**config.mk**
```make
export PLATFORM = sky130hd
export DESIGN_NAME = wcrv_repair_engine
export DESIGN_NICKNAME = d
export VERILOG_FILES = /design/src/rtl/wcrv_pkg.sv /design/src/rtl/wcrv_popcount.sv /design/src/rtl/wcrv_row_store.sv /design/src/rtl/wcrv_alloc_ctrl.sv /design/src/rtl/wcrv_repair_engine.sv
export SDC_FILE = /design/constraint.sdc
export NUM_CORES = 1
export LEC_CHECK = 0
export BUFFER_PORTS_ARGS = -buffer_cell sky130_fd_sc_hd__clkbuf_2
export CORE_MARGIN = 2
export CORE_UTILIZATION = 40
export CTS_BUF_LIST = sky130_fd_sc_hd__clkbuf_4 sky130_fd_sc_hd__clkbuf_8
export CTS_CLUSTER_SIZE = 28
export DETAILED_ROUTE_END_ITERATION = 12
export GPL_TIMING_DRIVEN = 1
export PLACE_DENSITY = 0.63
export SYNTH_ARGS = -nofsm -noshare
export SYNTH_HDL_FRONTEND = slang
export SYNTH_SLANG_ARGS = --single-unit
```
**constraint.sdc**
```tcl
create_clock -name clk -period 3.4 [get_ports clk]
set_clock_uncertainty 0.15 [all_clocks]
set_input_delay 0.34 -clock clk [delete_from_list [all_inputs] [get_ports clk]]
set_output_delay 0.34 -clock clk [all_outputs]
set_load 0.01 [all_outputs]
```
**src/rtl/wcrv_pkg.sv**
```systemverilog
package wcrv_pkg;

  typedef enum logic {
    SPARE_COL = 1'b0,
    SPARE_ROW = 1'b1
  } spare_kind_e;

endpackage

```
**src/rtl/wcrv_popcount.sv**
```systemverilog
module wcrv_popcount #(
  parameter int W     = 4,
  parameter int CNT_W = $clog2(W + 1)
) (
  input  logic [W-1:0]     vec_i,
  output logic [CNT_W-1:0] cnt_o
);

  always_comb begin
    cnt_o = '0;
    for (int i = 0; i < W; i++) begin
      cnt_o = cnt_o + CNT_W'(vec_i[i]);
    end
  end

endmodule

```
**src/rtl/wcrv_row_store.sv**
```systemverilog
module wcrv_row_store #(
  parameter int ADDR_W = 6,
  parameter int N_ROWS = 2
) (
  input  logic                     clk,
  input  logic                     rst,
  input  logic                     clear_i,
  input  logic                     wr_i,
  input  logic [ADDR_W-1:0]        addr_i,
  output logic                     hit_o,
  output logic                     full_o,
  output logic [N_ROWS-1:0]        vld_o,
  output logic [N_ROWS*ADDR_W-1:0] addr_flat_o
);

  localparam int IDX_W = (N_ROWS > 1) ? $clog2(N_ROWS) : 1;

  logic [N_ROWS-1:0] vld_q;
  logic [N_ROWS-1:0] hit_vec;
  logic [IDX_W-1:0]  free_idx;
  logic              free_found;

  // lowest free slot
  always_comb begin
    free_idx   = '0;
    free_found = 1'b0;
    for (int i = 0; i < N_ROWS; i++) begin
      if (!vld_q[i] && !free_found) begin
        free_idx   = IDX_W'(i);
        free_found = 1'b1;
      end
    end
  end

  genvar g;
  generate
    for (g = 0; g < N_ROWS; g++) begin : g_slot
      logic [ADDR_W-1:0] addr_q;

      always_ff @(posedge clk) begin
        if (rst || clear_i) begin
          vld_q[g] <= 1'b0;
        end else if (wr_i && free_found && (free_idx == IDX_W'(g))) begin
          vld_q[g] <= 1'b1;
        end
      end

      always_ff @(posedge clk) begin
        if (wr_i && free_found && (free_idx == IDX_W'(g))) begin
          addr_q <= addr_i;
        end
      end

      assign hit_vec[g] = vld_q[g] && (addr_q == addr_i);
      assign addr_flat_o[g*ADDR_W +: ADDR_W] = addr_q;
    end
  endgenerate

  assign hit_o  = |hit_vec;
  assign full_o = &vld_q;
  assign vld_o  = vld_q;

endmodule

```
**src/rtl/wcrv_alloc_ctrl.sv**
```systemverilog
module wcrv_alloc_ctrl
  import wcrv_pkg::*;
#(
  parameter int N_SPARES = 4
) (
  input  logic                clk,
  input  logic                rst,
  input  logic                init_i,
  input  logic [N_SPARES-1:0] strategy_i,
  input  logic                fail_any_i,
  input  logic                covered_i,
  input  logic                row_hit_i,
  input  logic                rows_full_i,
  output logic                row_wr_o,
  output logic                col_wr_o,
  output logic                flag_o
);

  localparam int PTR_W = $clog2(N_SPARES + 1);
  localparam logic [PTR_W-1:0] PTR_END = PTR_W'(N_SPARES);

  logic [PTR_W-1:0]    ptr_q;
  logic                flag_q;
  logic [N_SPARES-1:0] strat_shift;
  spare_kind_e         next_kind;
  logic                needs_spare;
  logic                exhausted;
  logic                set_flag;

  assign strat_shift = strategy_i >> ptr_q;
  assign next_kind   = spare_kind_e'(strat_shift[0]);
  assign exhausted   = (ptr_q == PTR_END);
  assign needs_spare = !init_i && fail_any_i && !row_hit_i && !covered_i && !flag_q;

  always_comb begin
    row_wr_o = 1'b0;
    col_wr_o = 1'b0;
    set_flag = 1'b0;
    if (needs_spare) begin
      if (exhausted) begin
        set_flag = 1'b1;
      end else if (next_kind == SPARE_ROW) begin
        if (rows_full_i) set_flag = 1'b1;
        else             row_wr_o = 1'b1;
      end else begin
        col_wr_o = 1'b1;
      end
    end
  end

  always_ff @(posedge clk) begin
    if (rst || init_i) begin
      ptr_q  <= '0;
      flag_q <= 1'b0;
    end else begin
      if (row_wr_o || col_wr_o) ptr_q <= ptr_q + 1'b1;
      if (set_flag)             flag_q <= 1'b1;
    end
  end

  assign flag_o = flag_q;

endmodule

```
**src/rtl/wcrv_repair_engine.sv**
```systemverilog
module wcrv_repair_engine #(
  parameter int ADDR_W = 6,
  parameter int WORD_W = 4,
  parameter int N_ROWS = 2,
  parameter int N_COLS = 2
) (
  input  logic                       clk,
  input  logic                       rst,
  input  logic                       init_i,
  input  logic [N_ROWS+N_COLS-1:0]   strategy_i,
  input  logic [WORD_W-1:0]          fail_map_i,
  input  logic [ADDR_W-1:0]          row_addr_i,
  input  logic                       end_test_i,
  output logic                       done_o,
  output logic                       repairable_o,
  output logic [N_ROWS-1:0]          spare_row_vld_o,
  output logic [N_ROWS*ADDR_W-1:0]   spare_row_addr_o,
  output logic [WORD_W-1:0]          crv_o
);

  localparam int N_SPARES = N_ROWS + N_COLS;
  localparam int CNT_W    = $clog2(WORD_W + 1);
  localparam logic [CNT_W-1:0] COL_LIMIT = CNT_W'(N_COLS);

  logic [WORD_W-1:0] crv_q;
  logic [CNT_W-1:0]  crv_ones;
  logic              fail_any;
  logic              covered;
  logic              row_hit;
  logic              rows_full;
  logic              row_wr;
  logic              col_wr;
  logic              flag;
  logic              done_q;
  logic              rep_q;

  assign fail_any = |fail_map_i;
  assign covered  = ~|(fail_map_i & ~crv_q);

  wcrv_row_store #(
    .ADDR_W (ADDR_W),
    .N_ROWS (N_ROWS)
  ) u_rows (
    .clk         (clk),
    .rst         (rst),
    .clear_i     (init_i),
    .wr_i        (row_wr),
    .addr_i      (row_addr_i),
    .hit_o       (row_hit),
    .full_o      (rows_full),
    .vld_o       (spare_row_vld_o),
    .addr_flat_o (spare_row_addr_o)
  );

  wcrv_alloc_ctrl #(
    .N_SPARES (N_SPARES)
  ) u_ctrl (
    .clk         (clk),
    .rst         (rst),
    .init_i      (init_i),
    .strategy_i  (strategy_i),
    .fail_any_i  (fail_any),
    .covered_i   (covered),
    .row_hit_i   (row_hit),
    .rows_full_i (rows_full),
    .row_wr_o    (row_wr),
    .col_wr_o    (col_wr),
    .flag_o      (flag)
  );

  wcrv_popcount #(
    .W     (WORD_W),
    .CNT_W (CNT_W)
  ) u_pop (
    .vec_i (crv_q),
    .cnt_o (crv_ones)
  );

  always_ff @(posedge clk) begin
    if (rst || init_i) begin
      crv_q <= '0;
    end else if (col_wr) begin
      crv_q <= crv_q | fail_map_i;
    end
  end

  always_ff @(posedge clk) begin
    if (rst || init_i) begin
      done_q <= 1'b0;
      rep_q  <= 1'b0;
    end else if (end_test_i) begin
      done_q <= 1'b1;
      rep_q  <= !flag && (crv_ones <= COL_LIMIT);
    end
  end

  assign crv_o        = crv_q;
  assign done_o       = done_q;
  assign repairable_o = rep_q;

endmodule

```
# Yosys cells after proc, flatten, opt, wreduce, memory -nomap -nowiden

Cells that the tools add are included.

Flip-flop bits (word level): 24
Bits in latches: 0
Bits in writable memories: 0
Bits in read-only memories: 0
Output and inout bits: 20
Memories kept: 0

Add/sub/neg operators: 4
Multipliers: 0
Divide/modulo/power cells: 0
$lt $le $gt $ge: 1
Equal/unequal tests: 3
Shift-type cells: 1
Mux-type cells: 14
Bitwise operators: 4
Reductions and logical operators: 21

Operators with widths:

| operator            | count |
|---|---|
| $mux 1              | 14 |
| $eq 6x6->1          | 2 |
| $logic_and 1x1->1   | 11 |
| $reduce_or 4->1     | 2 |
| $add 3x1->3         | 2 |
| $and 4x4->4         | 1 |
| $logic_not 1->1     | 4 |
| $not 4->4           | 1 |
| $or 4x4->4          | 1 |
| $shr 4x3->1         | 1 |
| $add 3x1->3 const B | 1 |
| $eq 3x3->1 const B  | 1 |
| $le 3x2->1 const B  | 1 |
| $add 1x1->2         | 1 |
| $logic_or 1x1->1    | 2 |
| $reduce_and 2->1    | 1 |
| $reduce_or 2->1     | 1 |
| $not 1->1           | 1 |

# Depth between registers and ports, before layout

Gate-level depths: netlist (run 1).

Depth after elaboration: 10
Depth in mapped cells: 8

# Modules after synthesis

A second synthesis (run 1) with hierarchy kept.

Cells, all modules: 105
Area total of the unflattened synthesis: 1178.6 um^2

By module, submodules not included:

| module             | times used | cells an instance | area an instance (um^2) |
|---|---|---|---|
| wcrv_row_store     | 1          | 39                | 573.0 |
| wcrv_alloc_ctrl    | 1          | 32                | 289.0 |
| wcrv_repair_engine | 1          | 26                | 252.7 |
| wcrv_popcount      | 1          | 8                 | 63.8 |

# Least setup slack after synthesis (run 1)

Ideal clock, no wire load.

Path kind: reg2reg
From: register u_rows.g_slot[1].addr_q[3]
To: register u_rows.g_slot[1].addr_q[0] (enable)
Setup time: 354 ps
Arrival: 1552 ps
Data required time: 2896 ps
Slack: 1344 ps
Stages on the path, launching flop included: 6
Cell sequence: edfxtp_1 -> xnor2_1 -> nand4_1 -> o211ai_4 -> nor4_1 -> nor2b_1

Longest elaborated chain between the ends: 10

RTL lines:

| element                        | line                  | RTL |
|---|---|---|
| start: declaration             | wcrv_row_store.sv:38  | `logic [ADDR_W-1:0] addr_q;` |
| start signal: assignment       | wcrv_row_store.sv:50  | `addr_q <= addr_i;` |
| $eq 6x6->1                     | wcrv_row_store.sv:54  | `assign hit_vec[g] = vld_q[g] && (addr_q == addr_i);` |
| $logic_and 1x1->1              | wcrv_row_store.sv:54  |  |
| $reduce_or 2->1                | wcrv_row_store.sv:59  | `assign hit_o = \|hit_vec;` |
| $logic_not 1->1                | wcrv_alloc_ctrl.sv:33 | `assign needs_spare = !init_i && fail_any_i && !row_hit_i && !covered_i && !flag_q;` |
| $logic_and 1x1->1 (3 in a row) | wcrv_alloc_ctrl.sv:33 |  |
| $mux 1                         | wcrv_alloc_ctrl.sv:39 | `if (needs_spare) begin` |
| $logic_and 1x1->1 (2 in a row) | wcrv_row_store.sv:49  | `if (wr_i && free_found && (free_idx == IDX_W'(g))) begin` |

Every way passes these cells.
A chain may end at the register's enable or synchronous reset.

# Worst setup path in the final report (run 1)

Same ends and word-level chain as after synthesis.

==> results.md, run 1 <==
- Final critical delay including setup and external delays: 2.24 ns
- Unrepaired setup endpoints after global routing: no
- Most common cell after layout, fill and taps aside: clkbuf_2
- Critical path fanouts, max: 9
- Detailed-routing iteration count for the pre-antenna-repair pass: 3
- Total number of H-tree levels: 1
- Number of synthesized register bits: 24
- Cell type of the slowest stage on the worst timing path: nor2b_1
- First-pass GRT wire length: 3.71 mm
- TritonCTS clock tree: done
- Latest clock arrival within the worst-skew pair: 0.32 ns
- Sum of overflow across all layers after global routing: 0
- Mean area per synthesized cell: 12.0 sq um
- Type of origin of the critical path: flip-flop
- Routability congestion estimate from global placement: 0.772
- IR Drop Worst-Case VDD: 0.000234 V
- Vias in the first global route: 839
- Critical path required time: 3.23 ns
- Vias per inst: 5.01
- Die W: 59.9 um
- Most frequent cells in the layout: 37 x clkbuf_2, 12 x dfxtp_1, 12 x edfxtp_1
- Area of the multi-input gates: 619 sq um
- Setup-failing EPs final: 0
- Number of buffers added by the clock tree synthesis step: 3
- Critical-path cell list: xnor2_1 -> nand4_1 -> o211ai_4 -> nor4_1 -> nor2b_1
- Final slew viol count: 0
- Synth unique cells: 34
- Met3 Resource Use GR: 0.0303
- Overall via count from detail_route: 892
- 1st-iter DRT viols: 19
- Signal arrival time at the worst endpoint: 2.07 ns
- Resize count post-CTS: 0
- Initial antenna violation count: 0
- Fraction of layout instances using a drive strength above 1: 0.366
- Number of nets in the finished design: 170
- Total GRT Usage: 0.142
- Clock transition at the register clock pins on the worst setup and hold paths after CTS: 0.13 ns
- Met1 Track Usage GR: 0.174
- Clock tree buffer depth: 2
- Transition at the pin with the smallest max-transition slack: 0.961 ns
- Number of remaining DRC errors: 0
- Worst min-delay path class: in2reg
- DIE AREA: 3590 sq um
- P_leak: 0.000630 uW
- Inserted Diodes: 0
- Worst path max stage delay: 0.49 ns
- Synthesized netlist cell count: 104
- Final-report hold violation count: 0
- Max-slew headroom at the worst pin: 0.357
- Met2 Track Usage GR: 0.234
- Status: complete, no violations
- Max-cap violations: 0
- Post-CTS Setup Bufs: 0
- Count of fill cells added during filler insertion: 275
- Ys Warns: 0
- Routing layer with the top usage in global route: met2
- Maximum operating frequency: 446 MHz
- Crit end category: flip-flop
- Maximum number of pins on one net before global-route repair: 17
- Power per cell area: 393 nW/um^2
- DRT Wirelength: 2.28 mm
- Core region area: 3000 sq um
- Total number of placement rows: 20
- I/O pin cnt: 38
- Total power draw: 602 uW
- Starting utilization of the core area: 0.416
- Cell Area, Synth: 1250 sq um
- Root buffer selected by CTS: clkbuf_4
- Detail Placement HPWL: 1.77 mm
- Die H: 59.9 um
- Average routed wire per standard cell: 12.8 um
- Routed Antenna Nets: 0
- Number of I/O port buffers: 37
- Share of the yosys chip area belonging to registers: 0.480
- Number of sinks driven by the clock tree: 24
- Post-CTS Hold Fix Bufs: 0
- Final total negative setup slack: 0 ns
- Category of the critical setup timing path: reg2reg
- Layout-stage area growth over the synthesis result: 22.6%
- Final Cycle Share: 0.659
- FF+latch area: 601 sq um
- Net count after synthesis: 128
[critical path: cells and delay by family (launching register included)]
family	cells	cell delay, ns
flops	1	0.44
compound gates	1	0.16
simple gates	3	1.01
xor+xnor	1	0.14
[through the flow]
step | utilization | cell area, sq um | std cells | setup slack, ns | hold WS [ns]
detailed placement | 0.493 | 1480 | 174 | 1.08 | 0.292
global route | 0.510 | 1530 | 178 | 0.996 | 0.0783
CTS | 0.510 | 1530 | 178 | 1.12 | 0.0684
finish | 0.510 | 1530 | 178 | 1.16 | 0.0752
global placement | 0.493 | 1480 | 174 | 1.12 | 0.288
floorplan | - | 1250 | 104 | 1.34 | 0.267
[Yosys cell counts, drive strengths merged]
library cell	count	area, sq um
a21oi	1	5.00
a22o	4	35.0
a22oi	1	21.3
and2	3	18.8
clkbuf	1	3.75
dfxtp	12	240
edfxtp	12	360
fa	1	20.0
ha	5	62.6
inv	7	26.3
mux2	2	26.3
mux2i	3	30.0
nand2	7	26.3
nand2b	3	18.8
nand3	1	5.00
nand4	2	12.5
nor2	6	22.5
nor2b	2	12.5
nor3	5	35.0
nor3b	1	7.51
nor4	3	40.0
o2111ai	1	8.76
o211ai	1	21.3
o21a	4	30.0
o21ai	1	16.3
o311ai	1	16.3
o41ai	1	16.3
or3	1	6.26
xnor2	9	78.8
xor2	3	26.3
[sequential cells by signal, summed over array words and instances, names as in the netlist]
register / flops
repairable_o: 1
done_o: 1
u_rows.g_slot.addr_q: 12
u_rows.vld_o: 2
u_ctrl.ptr_q: 3
crv_o: 4
u_ctrl.flag_o: 1
[metal layers]
| metal | up-vias | share of wire |
|---|---|---|
| li1 | 455 | - |
| met1 | 404 | 0.47 |
| met3 | 6 | 0.056 |
| met4 | 0 | 0.019 |
| met5 | - | 0 |
| met2 | 27 | 0.46 |
[report_power, final]
part | total, uW | leakage [uW] | internal [uW] | switching, uW
clock | 208 | 0.0000279 | 119 | 88.9
sequential | 320 | 0.000207 | 313 | 6.85
combinational | 73.9 | 0.000394 | 33.4 | 40.5
total | 602 | 0.000630 | 466 | 136
[path summary, 6_finish.rpt]
check                                                            end  cells after the start  slack [ns]                                 start
worst min register to register                   done_o$_SDFFE_PP0P_                      1        0.32                   done_o$_SDFFE_PP0P_
worst max-delay path            u_rows.g_slot[1].addr_q[0]$_DFFE_PP_                      5        1.16  u_rows.g_slot[1].addr_q[3]$_DFFE_PP_
worst max register to register  u_rows.g_slot[1].addr_q[0]$_DFFE_PP_                      5        1.16  u_rows.g_slot[1].addr_q[3]$_DFFE_PP_
worst min-delay path                       repairable_o$_SDFFE_PP0P_                      2        0.08                                   rst
[cell families after synthesis]
logic type	synth area share
simple gates	0.164
compound gates	0.136
flops	0.480
fa+ha+maj	0.0661
buf+inv	0.0240
xor+xnor	0.0841
mux	0.0450
[layout make-up]
type / count / area share
Multi-Input combinational cell: 72 / 0.404
Clock inverter: 1 / 0.0196
Inverter: 7 / 0.0171
Tap cell: 33 / 0.0269
Clock buffer: 3 / 0.0147
Timing Repair Buffer: 38 / 0.126
Sequential cell: 24 / 0.392
No activity file was read; power rests on OpenSTA's default activity.
==> run 2, diff against run 1 <==
==> constraint.sdc (replaced) <==
create_clock -name clk -period 2.25 [get_ports clk]
set_clock_uncertainty 0.15 [all_clocks]
set_input_delay 0.225 -clock clk [delete_from_list [all_inputs] [get_ports clk]]
set_output_delay 0.225 -clock clk [all_outputs]
set_load 0.01 [all_outputs]
==> run 2 against run 1 <==
  * Clock power up 53%
  * Sequential cell count is the same
  * Combinational power is 72% higher
  * Routed wire length rose by 7.3%
  * Count of clock-buffer cells in the layout unchanged
  * Critical path depth is 3 higher
  * Utilization rose by 3.7 points
  * Sequential power rose by 51%
  * Hold slack worse by 0.058 ns
  * Worst setup slack lost 0.92 ns
  * Register-to-register slack got worse by 0.86 ns
  * Via count up 5.4%
==> results.md, run 2 (same netlist as run 1, synthesis figures left out) <==
- IR Drop Worst-Case VDD: 0.000272 V
- Min setup slack post-route: 0.237 ns
- Final total negative setup slack: 0 ns
- Fraction of layout instances using a drive strength above 1: 0.363
- Clock transition at the register clock pins on the worst setup and hold paths after CTS: 0.14 ns
- Status: complete, no violations
- Detail Placement HPWL: 1.87 mm
- Inserted Diodes: 0
- Worst slack at placement: 0.305 ns
- Latest clock arrival within the worst-skew pair: 0.32 ns
- Signal arrival time at the worst endpoint: 1.92 ns
- Total number of H-tree levels: 1
- Cell type of the slowest stage on the worst timing path: dlygate4sd3_1
- First-pass GRT wire length: 4.11 mm
- Critical-path cell list: dlygate4sd3_1 -> clkbuf_2 -> xnor2_1 -> nand3_1 -> o211ai_4 -> nor4_1 -> nor2b_1 -> buf_4
- Average routed wire per standard cell: 12.9 um
- Fin util: 0.547
- Final-report hold violation count: 0
- DRT Wirelength: 2.45 mm
- Routability congestion estimate from global placement: 0.822
- Die W: 59.9 um
- Critical path required time: 2.16 ns
- Number of remaining DRC errors: 0
- Total number of placement rows: 20
- Maximum number of pins on one net before global-route repair: 15
- Post-CTS Setup Bufs: 0
- Most common cell after layout, fill and taps aside: clkbuf_2
- Largest reg by FF count: u_rows.g_slot.addr_q
- Layout-stage area growth over the synthesis result: 31.4%
- Category of the critical setup timing path: in2reg
- Total GRT Usage: 0.154
- Overall via count from detail_route: 940
- Area of the multi-input gates: 619 sq um
- DIE AREA: 3590 sq um
- Root buffer selected by CTS: clkbuf_4
- Count of fill cells added during filler insertion: 278
- Initial antenna violation count: 0
- I/O pin cnt: 38
- P_leak: 0.000684 uW
- Routed Antenna Nets: 0
- Core region area: 3000 sq um
- Placed instance area: 1510 sq um
- Most frequent cells in the layout: 37 x clkbuf_2, 12 x dfxtp_1, 12 x edfxtp_1
- Type of origin of the critical path: input port
- Final critical delay including setup and external delays: 2.01 ns
- Max-cap violations: 0
- Worst path max stage delay: 0.54 ns
- Power per cell area: 566 nW/um^2
- 1st-iter DRT viols: 22
- Final slew viol count: 0
- Vias in the first global route: 892
- Detailed-routing iteration count for the pre-antenna-repair pass: 4
- Unrepaired setup endpoints after global routing: no
- Starting utilization of the core area: 0.416
- Max-slew headroom at the worst pin: 0.636
- Max FFs per register: 12
- Vias per inst: 4.95
- Transition at the pin with the smallest max-transition slack: 0.544 ns
- Sum of overflow across all layers after global routing: 0
- Worst min-delay path class: in2reg
- Setup-failing EPs final: 0
- Maximum operating frequency: 497 MHz
- Total power draw: 930 uW
- Number of I/O port buffers: 37
- Number of sinks driven by the clock tree: 24
- Crit end category: flip-flop
- FF+latch area: 601 sq um
- Clock tree buffer depth: 2
- Post-route cell area: 1640 sq um
- Final Cycle Share: 0.895
- Number of buffers added by the clock tree synthesis step: 3
- Critical path fanouts, max: 6
- Die H: 59.9 um
- TritonCTS clock tree: done
- Number of nets in the finished design: 182
==> run 2: cell count changes in the layout (fill, tap and decap cells not counted) <==
cell           change
buf_4              +4
dlygate4sd3_1      +8
==> run 2: final timing paths <==
kind,cells after the start,slack [ns],end,from
worst max-delay path,8,0.24,u_rows.g_slot[1].addr_q[0]$_DFFE_PP_,row_addr_i[0]
worst max register to register,8,0.30,repairable_o$_SDFFE_PP0P_,crv_o[1]$_SDFFE_PP0P_
worst min-delay path,1,0.02,u_rows.g_slot[1].addr_q[4]$_DFFE_PP_,row_addr_i[4]
worst min register to register,1,0.33,done_o$_SDFFE_PP0P_,done_o$_SDFFE_PP0P_
==> run 2: area by class of cell <==
type	count	share of cell area
repair buffers	50	0.184
well taps	33	0.0251
flip-flops and latches	24	0.366
clock buffers	3	0.0137
clock inverters	1	0.0183
multi-input cells	72	0.377
inverters	7	0.0160
==> run 2: worst max-delay path: cells and delay by family <==
kind            cells  cell delay, ns
buf+inv             3            0.85
simple gates        3            0.63
xor+xnor            1            0.13
compound gates      1            0.10
==> run 2: what timing repair did <==
| action | 4_1_cts | 5_1_grt |
|---|---|---|
| hold buffers | 7 | 1 |
| gates resized for setup | 0 | 0 |
| hold endpoints to repair | 10 | 2 |
==> run 2: power by group <==
group | total (uW) | switching [uW] | internal, uW
combinational | 127 | 64.7 | 62.4
sequential | 483 | 10.6 | 473
clock | 319 | 139 | 180
==> run 2: per-layer routing <==
layer,GRT usage,vias to the layer above,part of all wire
li1,-,475,-
met1,0.218,434,0.47
met2,0.233,27,0.47
met3,0.0303,4,0.049
met4,0.0571,0,0.0082
met5,0,-,0
==> run 2: per-stage QoR <==
stage / instances / hold WS [ns]
finish: 190 / 0.0167
global route: 190 / 0.00416
CTS: 189 / 0.000286
detailed placement: 178 / 0.300
global placement: 178 / 0.289
floorplan: 104 / 0.152
